<file path="config.mk">
export PLATFORM = sky130hd
export DESIGN_NAME = spi_fixph_master
export DESIGN_NICKNAME = d
export VERILOG_FILES = /design/src/rtl/spi_fp_pkg.sv /design/src/rtl/spi_fp_baud.sv /design/src/rtl/spi_fp_shifter.sv /design/src/rtl/spi_fixph_master.sv
export SDC_FILE = /design/constraint.sdc
export NUM_CORES = 1
export LEC_CHECK = 0
export ABC_CLOCK_PERIOD_IN_PS = 5750
export CAP_MARGIN = 25
export CORE_ASPECT_RATIO = 2
export CORE_MARGIN = 1
export CORE_UTILIZATION = 30
export DETAILED_ROUTE_END_ITERATION = 7
export PLACE_DENSITY = 0.54
export SYNTH_ARGS = -nofsm -noshare
export SYNTH_HDL_FRONTEND = slang
export SYNTH_SLANG_ARGS = --single-unit
</file>
<file path="constraint.sdc">
create_clock -name clk -period 5.75 [get_ports clk]
set_clock_uncertainty 0.2 [all_clocks]
set_input_delay 0.575 -clock clk [delete_from_list [all_inputs] [get_ports clk]]
set_output_delay 0.575 -clock clk [all_outputs]
set_load 0.005 [all_outputs]
</file>
<file path="src/rtl/spi_fp_pkg.sv">
package spi_fp_pkg;
    typedef enum logic [1:0] {
        ST_IDLE,
        ST_LEAD,
        ST_XFER,
        ST_TAIL
    } phase_e;
endpackage

</file>
<file path="src/rtl/spi_fp_baud.sv">
module spi_fp_baud #(
    parameter int DIV_W = 8
) (
    input  logic             clk,
    input  logic             rst_n,
    input  logic             run,
    input  logic [DIV_W-1:0] div,
    output logic             tick
);
    localparam logic [DIV_W-1:0] MIN_DIV = DIV_W'(1);

    logic [DIV_W-1:0] cnt_d, cnt_q;
    logic [DIV_W-1:0] lim;

    always_comb begin
        lim   = (div < MIN_DIV) ? MIN_DIV : div;
        tick  = run && (cnt_q == lim);
        cnt_d = cnt_q + DIV_W'(1);
        if (!run || tick) cnt_d = '0;
    end

    always_ff @(posedge clk or negedge rst_n) begin
        if (!rst_n) cnt_q <= '0;
        else        cnt_q <= cnt_d;
    end

    // the half-period counter never passes its clamped limit
    a_r3_cnt_in_range: assert property (@(posedge clk) disable iff (!rst_n)
        run |-> (cnt_q <= lim));

    // the counter restarts from zero after every tick
    a_r3_restart_after_tick: assert property (@(posedge clk) disable iff (!rst_n)
        tick |=> (cnt_q == '0));
endmodule

</file>
<file path="src/rtl/spi_fp_shifter.sv">
module spi_fp_shifter #(
    parameter int W = 8
) (
    input  logic         clk,
    input  logic         rst_n,
    input  logic         load,
    input  logic [W-1:0] load_val,
    input  logic         lead,
    input  logic         trail,
    input  logic         lsb_first,
    input  logic         miso,
    output logic         mosi,
    output logic [W-1:0] shift_in
);
    typedef struct packed {
        logic [W-1:0] sh;
        logic         mosi;
    } shf_t;

    shf_t s_d, s_q;

    always_comb begin
        shift_in = lsb_first ? {miso, s_q.sh[W-1:1]} : {s_q.sh[W-2:0], miso};
        s_d = s_q;
        if (load)       s_d.sh   = load_val;
        else if (lead)  s_d.mosi = lsb_first ? s_q.sh[0] : s_q.sh[W-1];
        else if (trail) s_d.sh   = shift_in;
    end

    always_ff @(posedge clk or negedge rst_n) begin
        if (!rst_n) s_q <= '0;
        else        s_q <= s_d;
    end

    assign mosi = s_q.mosi;

    // a single event is either a launch or a sample, never both
    a_r5_one_edge_kind: assert property (@(posedge clk) disable iff (!rst_n)
        !(lead && trail));

    // the outgoing line moves only on a launch edge
    a_r4_mosi_on_lead_only: assert property (@(posedge clk) disable iff (!rst_n)
        !lead |=> $stable(mosi));
endmodule

</file>
<file path="src/rtl/spi_fixph_master.sv">
module spi_fixph_master
    import spi_fp_pkg::*;
#(
    parameter int DATA_W = 8,
    parameter int DIV_W  = 8
) (
    input  logic              clk,
    input  logic              rst_n,
    input  logic              cfg_cpol,
    input  logic              cfg_lsb_first,
    input  logic [DIV_W-1:0]  cfg_div,
    input  logic [DATA_W-1:0] tx_byte,
    input  logic              start,
    input  logic              miso,
    output logic              sclk,
    output logic              mosi,
    output logic              ss_n,
    output logic              busy,
    output logic              done,
    output logic [DATA_W-1:0] rx_byte
);
    localparam int EDGES = 2 * DATA_W;
    localparam int EC_W  = $clog2(EDGES);
    localparam logic [EC_W-1:0] LAST_EDGE = EC_W'(EDGES - 1);

    typedef struct packed {
        phase_e            ph;
        logic [EC_W-1:0]   ecnt;
        logic              sclk;
        logic              ss_n;
        logic              busy;
        logic              done;
        logic [DATA_W-1:0] rx;
        logic              cpol;
        logic              lsb;
        logic [DIV_W-1:0]  div;
    } ctl_t;

    ctl_t r_d, r_q;
    logic tick, lead, trail, load;
    logic [DATA_W-1:0] shift_in;

    spi_fp_baud #(.DIV_W(DIV_W)) u_baud (
        .clk   (clk),
        .rst_n (rst_n),
        .run   (r_q.ph != ST_IDLE),
        .div   (r_q.div),
        .tick  (tick)
    );

    spi_fp_shifter #(.W(DATA_W)) u_shift (
        .clk       (clk),
        .rst_n     (rst_n),
        .load      (load),
        .load_val  (tx_byte),
        .lead      (lead),
        .trail     (trail),
        .lsb_first (r_q.lsb),
        .miso      (miso),
        .mosi      (mosi),
        .shift_in  (shift_in)
    );

    always_comb begin
        r_d      = r_q;
        r_d.done = 1'b0;
        lead     = 1'b0;
        trail    = 1'b0;
        load     = 1'b0;
        unique case (r_q.ph)
            ST_IDLE: begin
                r_d.sclk = cfg_cpol;
                if (start) begin
                    r_d.ph   = ST_LEAD;
                    r_d.ss_n = 1'b0;
                    r_d.busy = 1'b1;
                    r_d.cpol = cfg_cpol;
                    r_d.lsb  = cfg_lsb_first;
                    r_d.div  = cfg_div;
                    r_d.ecnt = '0;
                    load     = 1'b1;
                end
            end
            ST_LEAD: begin
                if (tick) begin
                    r_d.ph   = ST_XFER;
                    r_d.sclk = ~r_q.cpol;
                    r_d.ecnt = EC_W'(1);
                    lead     = 1'b1;
                end
            end
            ST_XFER: begin
                if (tick) begin
                    if (r_q.ecnt[0]) begin
                        trail    = 1'b1;
                        r_d.sclk = r_q.cpol;
                        if (r_q.ecnt == LAST_EDGE) begin
                            r_d.ph   = ST_TAIL;
                            r_d.done = 1'b1;
                            r_d.busy = 1'b0;
                            r_d.rx   = shift_in;
                        end else begin
                            r_d.ecnt = r_q.ecnt + EC_W'(1);
                        end
                    end else begin
                        lead     = 1'b1;
                        r_d.sclk = ~r_q.cpol;
                        r_d.ecnt = r_q.ecnt + EC_W'(1);
                    end
                end
            end
            ST_TAIL: begin
                if (tick) begin
                    r_d.ph   = ST_IDLE;
                    r_d.ss_n = 1'b1;
                end
            end
            default: r_d.ph = ST_IDLE;
        endcase
    end

    always_ff @(posedge clk or negedge rst_n) begin
        if (!rst_n) begin
            r_q      <= '0;
            r_q.ph   <= ST_IDLE;
            r_q.ss_n <= 1'b1;
        end else begin
            r_q <= r_d;
        end
    end

    assign sclk    = r_q.sclk;
    assign ss_n    = r_q.ss_n;
    assign busy    = r_q.busy;
    assign done    = r_q.done;
    assign rx_byte = r_q.rx;

    // at rest the clock line follows the polarity input
    a_r1_idle_level: assert property (@(posedge clk) disable iff (!rst_n)
        (r_q.ph == ST_IDLE && !start) |=> (sclk == $past(cfg_cpol)));

    // a start taken at rest selects the slave and raises busy
    a_r2_start_taken: assert property (@(posedge clk) disable iff (!rst_n)
        (r_q.ph == ST_IDLE && start) |=> (busy && !ss_n && !done));

    // the clock holds between half-period ticks
    a_r3_sclk_holds: assert property (@(posedge clk) disable iff (!rst_n)
        (r_q.ph != ST_IDLE && !tick) |=> $stable(sclk));

    // done lasts one cycle
    a_r7_done_single: assert property (@(posedge clk) disable iff (!rst_n)
        done |=> !done);

    // done coincides with the end of busy
    a_r7_done_ends_busy: assert property (@(posedge clk) disable iff (!rst_n)
        done |-> (!busy && $past(busy)));

    // the slave stays selected while busy
    a_r8_select_while_busy: assert property (@(posedge clk) disable iff (!rst_n)
        busy |-> !ss_n);
endmodule

</file>
==> summary.md, run 1 <==
| Metric | Value |
|---|---|
| Setup TNS | `0 ps` |
| Highest metal layer with signal wires | `met4` |
| Placed Cells incl. Taps | `320` |
| Clock buffer count from CTS | `5` |
| Post-synth ARST share | `100%` |
| Clock buffer depth | `2` |
| Drt wl/cell | `15.5 um` |
| Post-Layout Cell Count | `330` |
| Area grow syn2layout | `21.6%` |
| Count of cell types in the netlist | `43` |
| GPL Wtd Cong | `~0.82` |
| Final period utilization | `49.1%` |
| Crit. End Element | `register` |
| RSZ-0062 raised after global routing | `false` |
| IO buf count | `34` |
| Clk slew on worst S/H paths | `about 60 ps` |
| Syn Area/Cell | `11.7 um2` |
| Std-Cell Rows | `46` |
| Post-CTS Setup Bufs | `0` |
| Vias | `about 1.6k` |
| Initial core utilization | `a little under a third` |
| Seq/Total Area, Yosys | `46.6%` |
| Pin count of the biggest net entering global routing | `46` |
| Critical Path AT | `2790 ps` |
| Met3 routed WL | `130 um` |
| Setup-failing EPs final | `0` |
| Final wirelength | `5120 um` |
| Number of max-cap violations | `0` |
| Post-CTS Resized | `0` |
| Slew headroom | `58.2%` |
| Final-report hold violation count | `0` |
| Global-route wire length before repair | `8330 um` |
| Chip Width | `65.5 um` |
| Crit path required time | `between 5000 and 6000 ps` |
| Post-Syn Area | `0.00242 mm2` |
| Startpoint Class | `register` |
| Synth Instances | `roughly 210` |
| 1st-pass router iterations | `4` |
| Initial antenna violation count | `0` |
| Area of the die | `0.00844 mm2` |
| Number of synthesized flops with an enable pin | `0` |
| Setup CP Type | `register to register` |
| Yosys Warn Count | `0` |
| #FFs+latches synth | `45` |
| Clk_lat worst skew | `280 ps` |
| Worst min path class | `register to register` |
| Max frequency | `354 MHz` |
| Vias per cell | `4.91` |
| Leak Pwr | `1.27 nW` |
| Final Slew Violations | `0` |
| Syn_nets | `236` |
| CP max FO | `12` |
| N_diodes | `0` |
| Measured slew at the worst slew-check pin | `620 ps` |
| Met2 wire len | `between 2000 and 3000 um` |
| Final setup margin | `between 2000 and 3000 ps` |
| Clock sink count | `45` |
| Layout cells sized above 1 | `18.4%` |
| Worst VDD drop | `133 uV` |
| Top Ports | `35` |
| Final nets | `262` |
| Place WS | `2930 ps` |
| CTS HTree Levels | `2` |
| Grt total ovfl | `0` |
| Chip height | `129 um` |
| Post-layout min period | `2830 ps` |
| CTS Root Cell | `clkbuf_16` |
| Area of the core | `0.00789 mm2` |
| Antenna-violating nets left | `0` |
| Main synth FF type | `dfrtp_1` |
| Vias in the first global route | `1749` |
| Power density cells | `464 mW/mm2` |
| DRC Markers | `0` |
| Detail Placement HPWL | `3860 um` |
| Iter 0 DRT Violations | `95` |
| Status | `completed` |
| Wl on met1 | `1900 um` |
| CTS tree | `yes` |
| Total GRT Usage | `13.2%` |
==> layout make-up <==
class                   instances  area [um2]
fillers                       779        4950
multi-input cells             140        1170
flip-flops and latches         45        1130
repair buffers                 36         365
clock buffers                   7         133
well taps                      96         120
inverters                       5        18.8
clock inverters                 1        5.00
==> stage by stage <==
step | power, mW | utilization, % | hold WS [ps] | area [um2]
detailed placement | 1.10 | 35.1 | 266 | 2770
global route | 1.46 | 37.3 | 300 | 2940
floorplan | 0.944 | - | 79.4 | 2420
global placement | 1.09 | 35.1 | 257 | 2770
CTS | 1.38 | 36.9 | 277 | 2910
finish | 1.36 | 37.3 | 272 | 2940
==> what timing repair did <==
item / CTS / global route
endpoints found under the setup margin: 0 / 0
hold buffers: 0 / 1
hold endpoints to repair: 0 / 6
==> layout by cell type, fill, tap and decap left out, types with 2 or more instances in the layout <==
cell type / instances
dfrtp_1: 44
xnor2_1: 8
mux2_1: 2
xor2_1: 7
mux2_4: 8
nor4_4: 2
ha_1: 7
inv_1: 5
and3_1: 9
nor3_1: 2
a21boi_0: 2
mux2_2: 18
nor2b_1: 2
clkdlybuf4s50_1: 33
mux2i_1: 2
clkbuf_16: 5
o21ai_0: 5
nand3_1: 7
a21oi_1: 7
a221o_1: 8
nor2_1: 13
o21ai_1: 2
clkbuf_1: 2
o211ai_1: 2
nand2_1: 11
==> sequential cells by signal, summed over array words and instances, names as in the netlist <==
name	count
done	1
u_shift.s_q	8
u_shift.mosi	1
busy	1
u_baud.cnt_q	8
ss_n	1
rx_byte	8
r_q	16
sclk	1
==> synth_stat cells, drive strengths merged (2+ instances only) <==
cell | instances | share of area (%)
xnor2 | 8 | 2.9
o211ai | 2 | 0.62
mux2i | 2 | 0.83
nand4 | 2 | 1.1
nand2 | 11 | 1.7
nor2b | 2 | 0.52
a21oi | 8 | 1.8
a21boi | 2 | 0.62
nor3 | 2 | 0.41
inv | 5 | 0.78
mux2 | 28 | 14
xor2 | 7 | 2.5
a221o | 8 | 3.3
ha | 7 | 3.6
and3 | 9 | 2.3
dfrtp | 44 | 46
buf | 10 | 3.1
clkbuf | 7 | 1.1
o21ai | 7 | 1.4
nor4 | 3 | 2.0
nor2 | 14 | 2.8
nand3 | 7 | 1.4
==> worst paths after layout <==
| path | start | to | slack (ps) | depth (start not counted) |
|---|---|---|---|---|
| min | ss_n | ss_n | 270 | 2 |
| min in group asynchronous | rst_n | r_q[5] | 460 | 2 |
| max reg2reg | r_q[26] | u_shift.s_q[5] | 2920 | 8 |
| max | r_q[26] | u_shift.s_q[5] | 2920 | 8 |
| min reg2reg | ss_n | ss_n | 270 | 2 |
| max in group asynchronous | rst_n | ss_n | 4380 | 3 |
==> critical path, stage by stage (launching register included) <==
cell and delay (ps):
dfrtp_1 390, inv_1 90, ha_1 340, nor2b_1 180, o21ai_0 330, nand3_1 180, nor4_4 420, a21oi_2 160
a221o_1 400
==> power by group <==
group | internal (mW) | switching (mW)
registers | 0.422 | 0.109
clock network | 0.161 | 0.113
logic | 0.278 | 0.281
==> per-layer routing <==
metal	up-vias	global-route usage (%)
met2	37	25.5
li1	783	-
met4	0	6.65
met5	-	0
met1	793	12.8
met3	6	2.13
==> cell families (layout without fill, tap and decap cells) <==
family / after synthesis / in the layout / share of synthesized area (%)
flip-flops: 45 / 45 / 46.6
multiplexers: 30 / 30 / 15.1
XOR/XNOR: 15 / 15 / 5.43
AO/OA/AOI/OAI: 35 / 35 / 11.0
adder cells (fa/ha/maj): 7 / 7 / 3.62
buffers and inverters: 22 / 49 / 4.97
AND/OR/NAND/NOR: 53 / 53 / 13.2
(Power assumes the default switching activity.)
==> inputs of run 2 (changes only) <==
--- a/config.mk
+++ b/config.mk
@@ -5,13 +5,13 @@
 export SDC_FILE = /design/constraint.sdc
 export NUM_CORES = 1
 export LEC_CHECK = 0
-export ABC_CLOCK_PERIOD_IN_PS = 5750
+export ABC_CLOCK_PERIOD_IN_PS = 2400
 export CAP_MARGIN = 25
 export CORE_ASPECT_RATIO = 2
 export CORE_MARGIN = 1
 export CORE_UTILIZATION = 30
 export DETAILED_ROUTE_END_ITERATION = 7
-export PLACE_DENSITY = 0.54
+export PLACE_DENSITY = 0.56
 export SYNTH_ARGS = -nofsm -noshare
 export SYNTH_HDL_FRONTEND = slang
 export SYNTH_SLANG_ARGS = --single-unit
==> constraint.sdc (replaced) <==
create_clock -name clk -period 2.4 [get_ports clk]
set_clock_uncertainty 0.2 [all_clocks]
set_input_delay 0.24 -clock clk [delete_from_list [all_inputs] [get_ports clk]]
set_output_delay 0.24 -clock clk [all_outputs]
set_load 0.005 [all_outputs]
==> run 2 against run 1 <==
  * The run now ends with design-rule violations left
  * Routed wire length grew 6.0%
  * Critical path depth is 1 lower
  * Core utilization rose by 2.4 points
  * Hold slack worse by 3.2 ps
  * Clock power grew to 2.9 times the previous value
  * Critical endpoint is now u_shift.s_q[7]
  * Flip-flop and latch count unchanged
  * Final area is 6.4% higher
  * Power rose to 2.7 times the previous value
==> summary.md, run 2 (same netlist as run 1, synthesis figures left out) <==
| Metric | Value |
|---|---|
| Measured slew at the worst slew-check pin | `589 ps (-30.2 ps)` |
| Commonest cells after routing, fill and taps aside | `dfrtp_1 (44), clkdlybuf4s50_1 (33), buf_4 (19), mux2_2 (18), nor2_1 (13)` |
| Max frequency | `432 MHz (+22%)` |
| Commonest non-fill, non-tap cell in the layout | `dfrtp_1` |
| Total GRT Usage | `13.9% (+0.76 points)` |
| Leak Pwr | `1.38 nW (+8.7%)` |
| 1st-pass router iterations | `6 (+2)` |
| Failing checks | `design-rule violations` |
| Setup-failing EPs final | `0 (unchanged)` |
| Crit. End Element | `register` |
| Chip Width | `65.5 um (unchanged)` |
| Final Slew Violations | `0 (unchanged)` |
| Multi-input combinational cell area | `0.00120 mm2 (+3.0%)` |
| Grt total ovfl | `0 (unchanged)` |
| Clk slew on worst S/H paths | `60 ps (about the same)` |
| Register area | `0.00113 mm2 (unchanged)` |
| Final period utilization | `96.5% (+47 points)` |
| Global-route wire length before repair | `8650 um (+3.9%)` |
| Flop pwr share | `34.7% (-4.3 points)` |
| IO buf count | `34 (unchanged)` |
| Iter 0 DRT Violations | `84 (-12%)` |
| Clock Power Share | `21.7% (+1.6 points)` |
| Std-Cell Rows | `46 (unchanged)` |
| R2R depth | `7 (-1)` |
| CP startpoint | `r_q[1]` |
| Final wirelength | `5420 um (+6.0%)` |
| Comb pwr share | `43.6% (+2.6 points)` |
| Area grow syn2layout | `29.3%` |
| Post-CTS Setup Bufs | `0 (unchanged)` |
| Clk_lat worst skew | `290 ps (about the same)` |
| CTS HTree Levels | `2 (unchanged)` |
| CP max FO | `8 (-4)` |
| R2R Path End | `u_shift.s_q[7]` |
| Layout Utilization | `39.7% (+2.4 points)` |
| DRC Markers | `1 (+1)` |
| Post-layout min period | `2320 ps (-510 ps)` |
| Vias per cell | `4.88 (-0.54%)` |
| Vias in the first global route | `1835 (+4.9%)` |
| Critical Path End | `u_shift.s_q[7]` |
| Pin count of the biggest net entering global routing | `46 (unchanged)` |
| Status | `complete, but fails checks` |
| Slew headroom | `60.7% (+2.5 points)` |
| Area of the core | `0.00789 mm2 (unchanged)` |
| Layout cells sized above 1 | `26.1% (+7.7 points)` |
| Largest reg by FF count | `r_q` |
| Net Sw Power | `1.30 mW (+160%)` |
| Place WS | `-28.0 ps (-2960 ps)` |
| Worst min path class | `register to register` |
| Vias | `1703 (+5.2%)` |
| GPL Wtd Cong | `0.801 (-2.8%)` |
| Pint | `2.34 mW (+170%)` |
| Initial antenna violation count | `0 (unchanged)` |
| Top Ports | `35 (unchanged)` |
| Chip height | `129 um (unchanged)` |
| R2r setup slk | `80 ps (-2840 ps)` |
| Antenna-violating nets left | `0 (unchanged)` |
| Clock sink count | `45 (unchanged)` |
| Number of max-cap violations | `0 (unchanged)` |
| Area of the die | `0.00844 mm2 (unchanged)` |
| Max reg flops | `16 (unchanged)` |
| N_diodes | `0 (unchanged)` |
| Detail Placement HPWL | `3980 um (+3.1%)` |
| Final-report hold violation count | `0 (unchanged)` |
| Drt wl/cell | `15.5 um (+0.23%)` |
| Final nets | `281 (+7.3%)` |
| Crit path required time | `2370 ps (-3350 ps)` |
| CTS Root Cell | `clkbuf_16` |
| RSZ-0062 raised after global routing | `true` |
| CTS tree | `yes` |
| Clock buffer depth | `2 (unchanged)` |
| Clock buffer count from CTS | `5 (unchanged)` |
| Final setup margin | `83.6 ps (-2840 ps)` |
| Critical Path AT | `2290 ps (-500 ps)` |
| RR Startpoint | `r_q[1]` |
| Initial core utilization | `30.7% (unchanged)` |
| Worst VDD drop | `375 uV (+180%)` |
| Power density cells | `1160 mW/mm2 (+150%)` |
| Setup CP Type | `register to register` |
| Filler Cells Inserted | `763 (-2.1%)` |
| Sw frac | `35.8% (-1.1 points)` |
| Startpoint Class | `register` |
-- run 2: critical path: stages (launching register included) --
cell and delay [ps]:
dfrtp_1 400, xor2_1 190, nor4_4 300, nand4_4 120, buf_4 180, nor4_4 290
a21oi_2 140, a221o_1 380
-- run 2: final cells by class --
cell class / instances / area share (%)
Sequential cell: 45 / 36.1
Multi-Input combinational cell: 141 / 38.5
Clock buffer: 6 / 4.12
Tap cell: 96 / 3.84
Inverter: 5 / 0.600
Clock inverter: 2 / 1.24
Timing Repair Buffer: 54 / 15.6
-- run 2: timing repair --
item / 4_1_cts / 5_1_grt
pin swaps: 1 / 1
hold buffers: 1 / 0
gates resized for setup: 1 / 4
endpoints found under the setup margin: 10 / 12
endpoints found under the hold margin: 44 / 0
cloned: 1 / 0
-- run 2: metal layers --
| layer | part of all wire (%) | track usage (%) | up-vias |
|---|---|---|---|
| li1 | - | - | 822 |
| met1 | 35 | 13.4 | 818 |
| met2 | 58 | 26.7 | 49 |
| met3 | 3.2 | 1.86 | 14 |
| met4 | 3.3 | 8.31 | 0 |
| met5 | 0 | 0 | - |
-- run 2: worst min path at each step --
stage / depth (start not counted) / endpoint / from
after global placement: 2 / r_q[24] / rst_n
after detailed placement: 2 / r_q[25] / rst_n
after CTS: 2 / ss_n / ss_n
after floorplan: 0 / busy / rst_n
after global routing: 2 / ss_n / ss_n
final: 2 / ss_n / ss_n
-- run 2: through the flow --
stage          instances  total power, mW  TNS [ps]  hold WS, ps  area (um2)
3_5_place_dp         339             2.81      -213          171        2910
4_1_cts              349             3.63         0          277        3110
6_report             349             3.64         0          269        3130
3_3_place_gp         339             2.78     -25.2          163        2910
2_1_floorplan        207             2.26         0         -256        2420
5_1_grt              349             3.88     -3.68          304        3130
-- run 2: power groups by stage --
stage	logic, mW	registers (mW)	clock network [mW]
6_report	1.59	1.26	0.788
5_1_grt	1.75	1.30	0.829
3_5_place_dp	1.53	1.28	0
4_1_cts	1.55	1.27	0.810
2_1_floorplan	1.09	1.17	0
3_3_place_gp	1.51	1.27	0
==> inputs of run 3 (changes only) <==
--- a/config.mk
+++ b/config.mk
@@ -15,3 +15,4 @@
 export SYNTH_ARGS = -nofsm -noshare
 export SYNTH_HDL_FRONTEND = slang
 export SYNTH_SLANG_ARGS = --single-unit
+export TNS_END_PERCENT = 30
==> run 3 against run 2 <==
  * The flow still finishes with violations (design-rule violations)
  * Non-clock buffer count increased by 8
  * Combinational power about the same
  * Cell count grew 2.0%
  * Critical endpoint is now rx_byte[2]
  * Sequential power about the same
  * Flip-flop and latch count did not move
  * Routed wire length is 1.4% lower
  * Highest routed layer unchanged
  * Maximum frequency fell by 0.47%
  * Clock power up 1%
  * Count of clock-buffer cells in the layout grew 1
  * Register-to-register slack about the same
==> summary.md, run 3 (same netlist as run 1, synthesis figures left out) <==
| Metric | Value |
|---|---|
| Final setup margin | `72.6 ps (-11.0 ps)` |
| Status | `complete, but fails checks` |
| Leak Pwr | `1.43 nW (+3.5%)` |
| Placed Cells incl. Taps | `342 (+0.88%)` |
| Comb pwr share | `43.9% (+0.3 points)` |
| Total GRT Usage | `14.3% (+0.39 points)` |
| Clk_lat worst skew | `290 ps (about the same)` |
| CTS Root Cell | `clkbuf_16` |
| CP cell instances | `xor2_1, nor4_4, nand4_4, or3_4, nor2_8, buf_6, mux2_4` |
| Clock buffer count from CTS | `5 (unchanged)` |
| Initial antenna violation count | `0 (unchanged)` |
| Clock sink count | `45 (unchanged)` |
| Layout cells sized above 1 | `27.7% (+1.6 points)` |
| Slew headroom | `64.7% (+4.0 points)` |
| Antenna-violating nets left | `0 (unchanged)` |
| Largest reg by FF count | `r_q` |
| Area of the core | `0.00789 mm2 (unchanged)` |
| Largest stage delay, worst path | `410 ps (about the same)` |
| Design area | `0.00321 mm2 (+2.7%)` |
| IO buf count | `34 (unchanged)` |
| Power density cells | `1150 mW/mm2 (-1.5%)` |
| CP max FO | `4 (-4)` |
| DP Area | `0.00295 mm2 (+1.2%)` |
| Crit path required time | `2370 ps (about the same)` |
| Crit. End Element | `register` |
| Startpoint Class | `register` |
| Final-report hold violation count | `0 (unchanged)` |
| Final Slew Violations | `0 (unchanged)` |
| DRC Markers | `1 (unchanged)` |
| Global-route wire length before repair | `8940 um (+3.4%)` |
| Std-Cell Rows | `46 (unchanged)` |
| Clock Power Share | `21.6% (about the same)` |
| Flop pwr share | `34.4% (-0.3 points)` |
| Max frequency | `430 MHz (-0.47%)` |
| 1st-pass router iterations | `6 (unchanged)` |
| Post-layout min period | `2330 ps (+11.0 ps)` |
| Final period utilization | `97.0% (+0.46 points)` |
| Commonest non-fill, non-tap cell in the layout | `dfrtp_1` |
| Chip Width | `65.5 um (unchanged)` |
| Commonest cells after routing, fill and taps aside | `dfrtp_1 (44), clkdlybuf4s50_1 (33), buf_4 (23), mux2_2 (18), nor2_1 (13)` |
| Pint | `2.40 mW (+2.7%)` |
| Vias per cell | `4.76 (-2.4%)` |
| Final nets | `288 (+2.5%)` |
| CTS HTree Levels | `2 (unchanged)` |
| Clock buffer depth | `2 (unchanged)` |
| GPL Wtd Cong | `0.796 (-0.62%)` |
| N_diodes | `0 (unchanged)` |
| Initial core utilization | `30.7% (unchanged)` |
| Critical-path top delay cell | `dfrtp_1` |
| Worst min path class | `input port to asynchronous set/reset pin` |
| Area grow syn2layout | `32.8%` |
| Worst VDD drop | `351 uV (-6.2%)` |
| Vias in the first global route | `1851 (+0.87%)` |
| Chip height | `129 um (unchanged)` |
| Setup-failing EPs final | `0 (unchanged)` |
| Number of max-cap violations | `0 (unchanged)` |
| Grt total ovfl | `0 (unchanged)` |
| Clk slew on worst S/H paths | `60 ps (about the same)` |
| Place WS | `-57.0 ps (-29.0 ps)` |
| Measured slew at the worst slew-check pin | `529 ps (-60.4 ps)` |
| Fin Hold WS | `265 ps (-4.23 ps)` |
| Sw frac | `34.8% (-0.99 points)` |
| Pin count of the biggest net entering global routing | `25 (-46%)` |
| Drt wl/cell | `15.0 um (-3.4%)` |
| Detail Placement HPWL | `4080 um (+2.5%)` |
| Top Ports | `35 (unchanged)` |
| Iter 0 DRT Violations | `55 (-35%)` |
| Setup CP Type | `register to register` |
| Max reg flops | `16 (unchanged)` |
| Net Sw Power | `1.28 mW (-1.7%)` |
| Vias | `1696 (-0.41%)` |
| Post-Layout Cell Count | `356 (+2.0%)` |
| Final wirelength | `5350 um (-1.4%)` |
| CTS tree | `yes` |
| Area of the die | `0.00844 mm2 (unchanged)` |
| Failing checks | `design-rule violations` |
| Critical Path AT | `2300 ps (about the same)` |
[run 3: cell types whose count changed in the layout (fill, tap and decap cells not counted), sizes merged]
cell / delta
buf: +8
clkbuf: +1
clkinv: -1
nor2: -1
[run 3: layout make-up]
type                    instances  area (um2)
clock buffers                   7         143
well taps                      96         120
repair buffers                 62         572
inverters                       5        18.8
clock inverters                 1        30.0
multi-input cells             140        1200
fillers                       758        4670
flip-flops and latches         45        1130
[run 3: final timing paths]
check	slack, ps	from	depth (start not counted)	end
worst max register to register	70	r_q[4]	7	rx_byte[2]
min in group clk	270	ss_n	2	ss_n
worst min register to register	270	ss_n	2	ss_n
worst min-delay path	260	rst_n	2	done
max in group asynchronous	1150	rst_n	3	ss_n
worst max-delay path	70	r_q[4]	7	rx_byte[2]
[run 3: stage by stage]
step / setup TNS [ps] / util, % / power [mW]
after detailed placement: -429 / 37.4 / 2.84
final: 0 / 40.7 / 3.68
after global routing: -49.8 / 40.7 / 3.93
after CTS: 0 / 40.2 / 3.67
after global placement: -86.2 / 37.4 / 2.82
after floorplan: -2.53 / - / 2.26
[run 3: critical path: cells and delay by family (launching register included)]
family | cells | cell delay [ps]
multiplexers | 1 | 290
flip-flops | 1 | 410
AND/OR/NAND/NOR | 4 | 980
buffers and inverters | 1 | 150
XOR/XNOR | 1 | 180
[run 3: repair_timing]
item / in CTS / in global routing
hold endpoints to repair: 21 / 0
setup buffers: 4 / 1
hold buffers: 1 / 0
endpoints found under the setup margin: 10 / 15
gates resized for setup: 2 / 7
pin swaps: 1 / 5
[run 3: metal layers]
layer / global-route usage (%) / share of wire [%] / up-vias
met5: 0 / 0 / -
met4: 7.29 / 3.5 / 0
met3: 3.10 / 3.0 / 9
met2: 26.9 / 57 / 35
met1: 14.2 / 37 / 814
li1: - / - / 838
[run 3: power groups by stage]
stage / clock network (mW) / logic (mW) / registers, mW
after floorplan: 0 / 1.09 / 1.17
after global placement: 0 / 1.54 / 1.27
after detailed placement: 0 / 1.56 / 1.28
after CTS: 0.823 / 1.58 / 1.26
after global routing: 0.855 / 1.78 / 1.30
final: 0.797 / 1.62 / 1.27
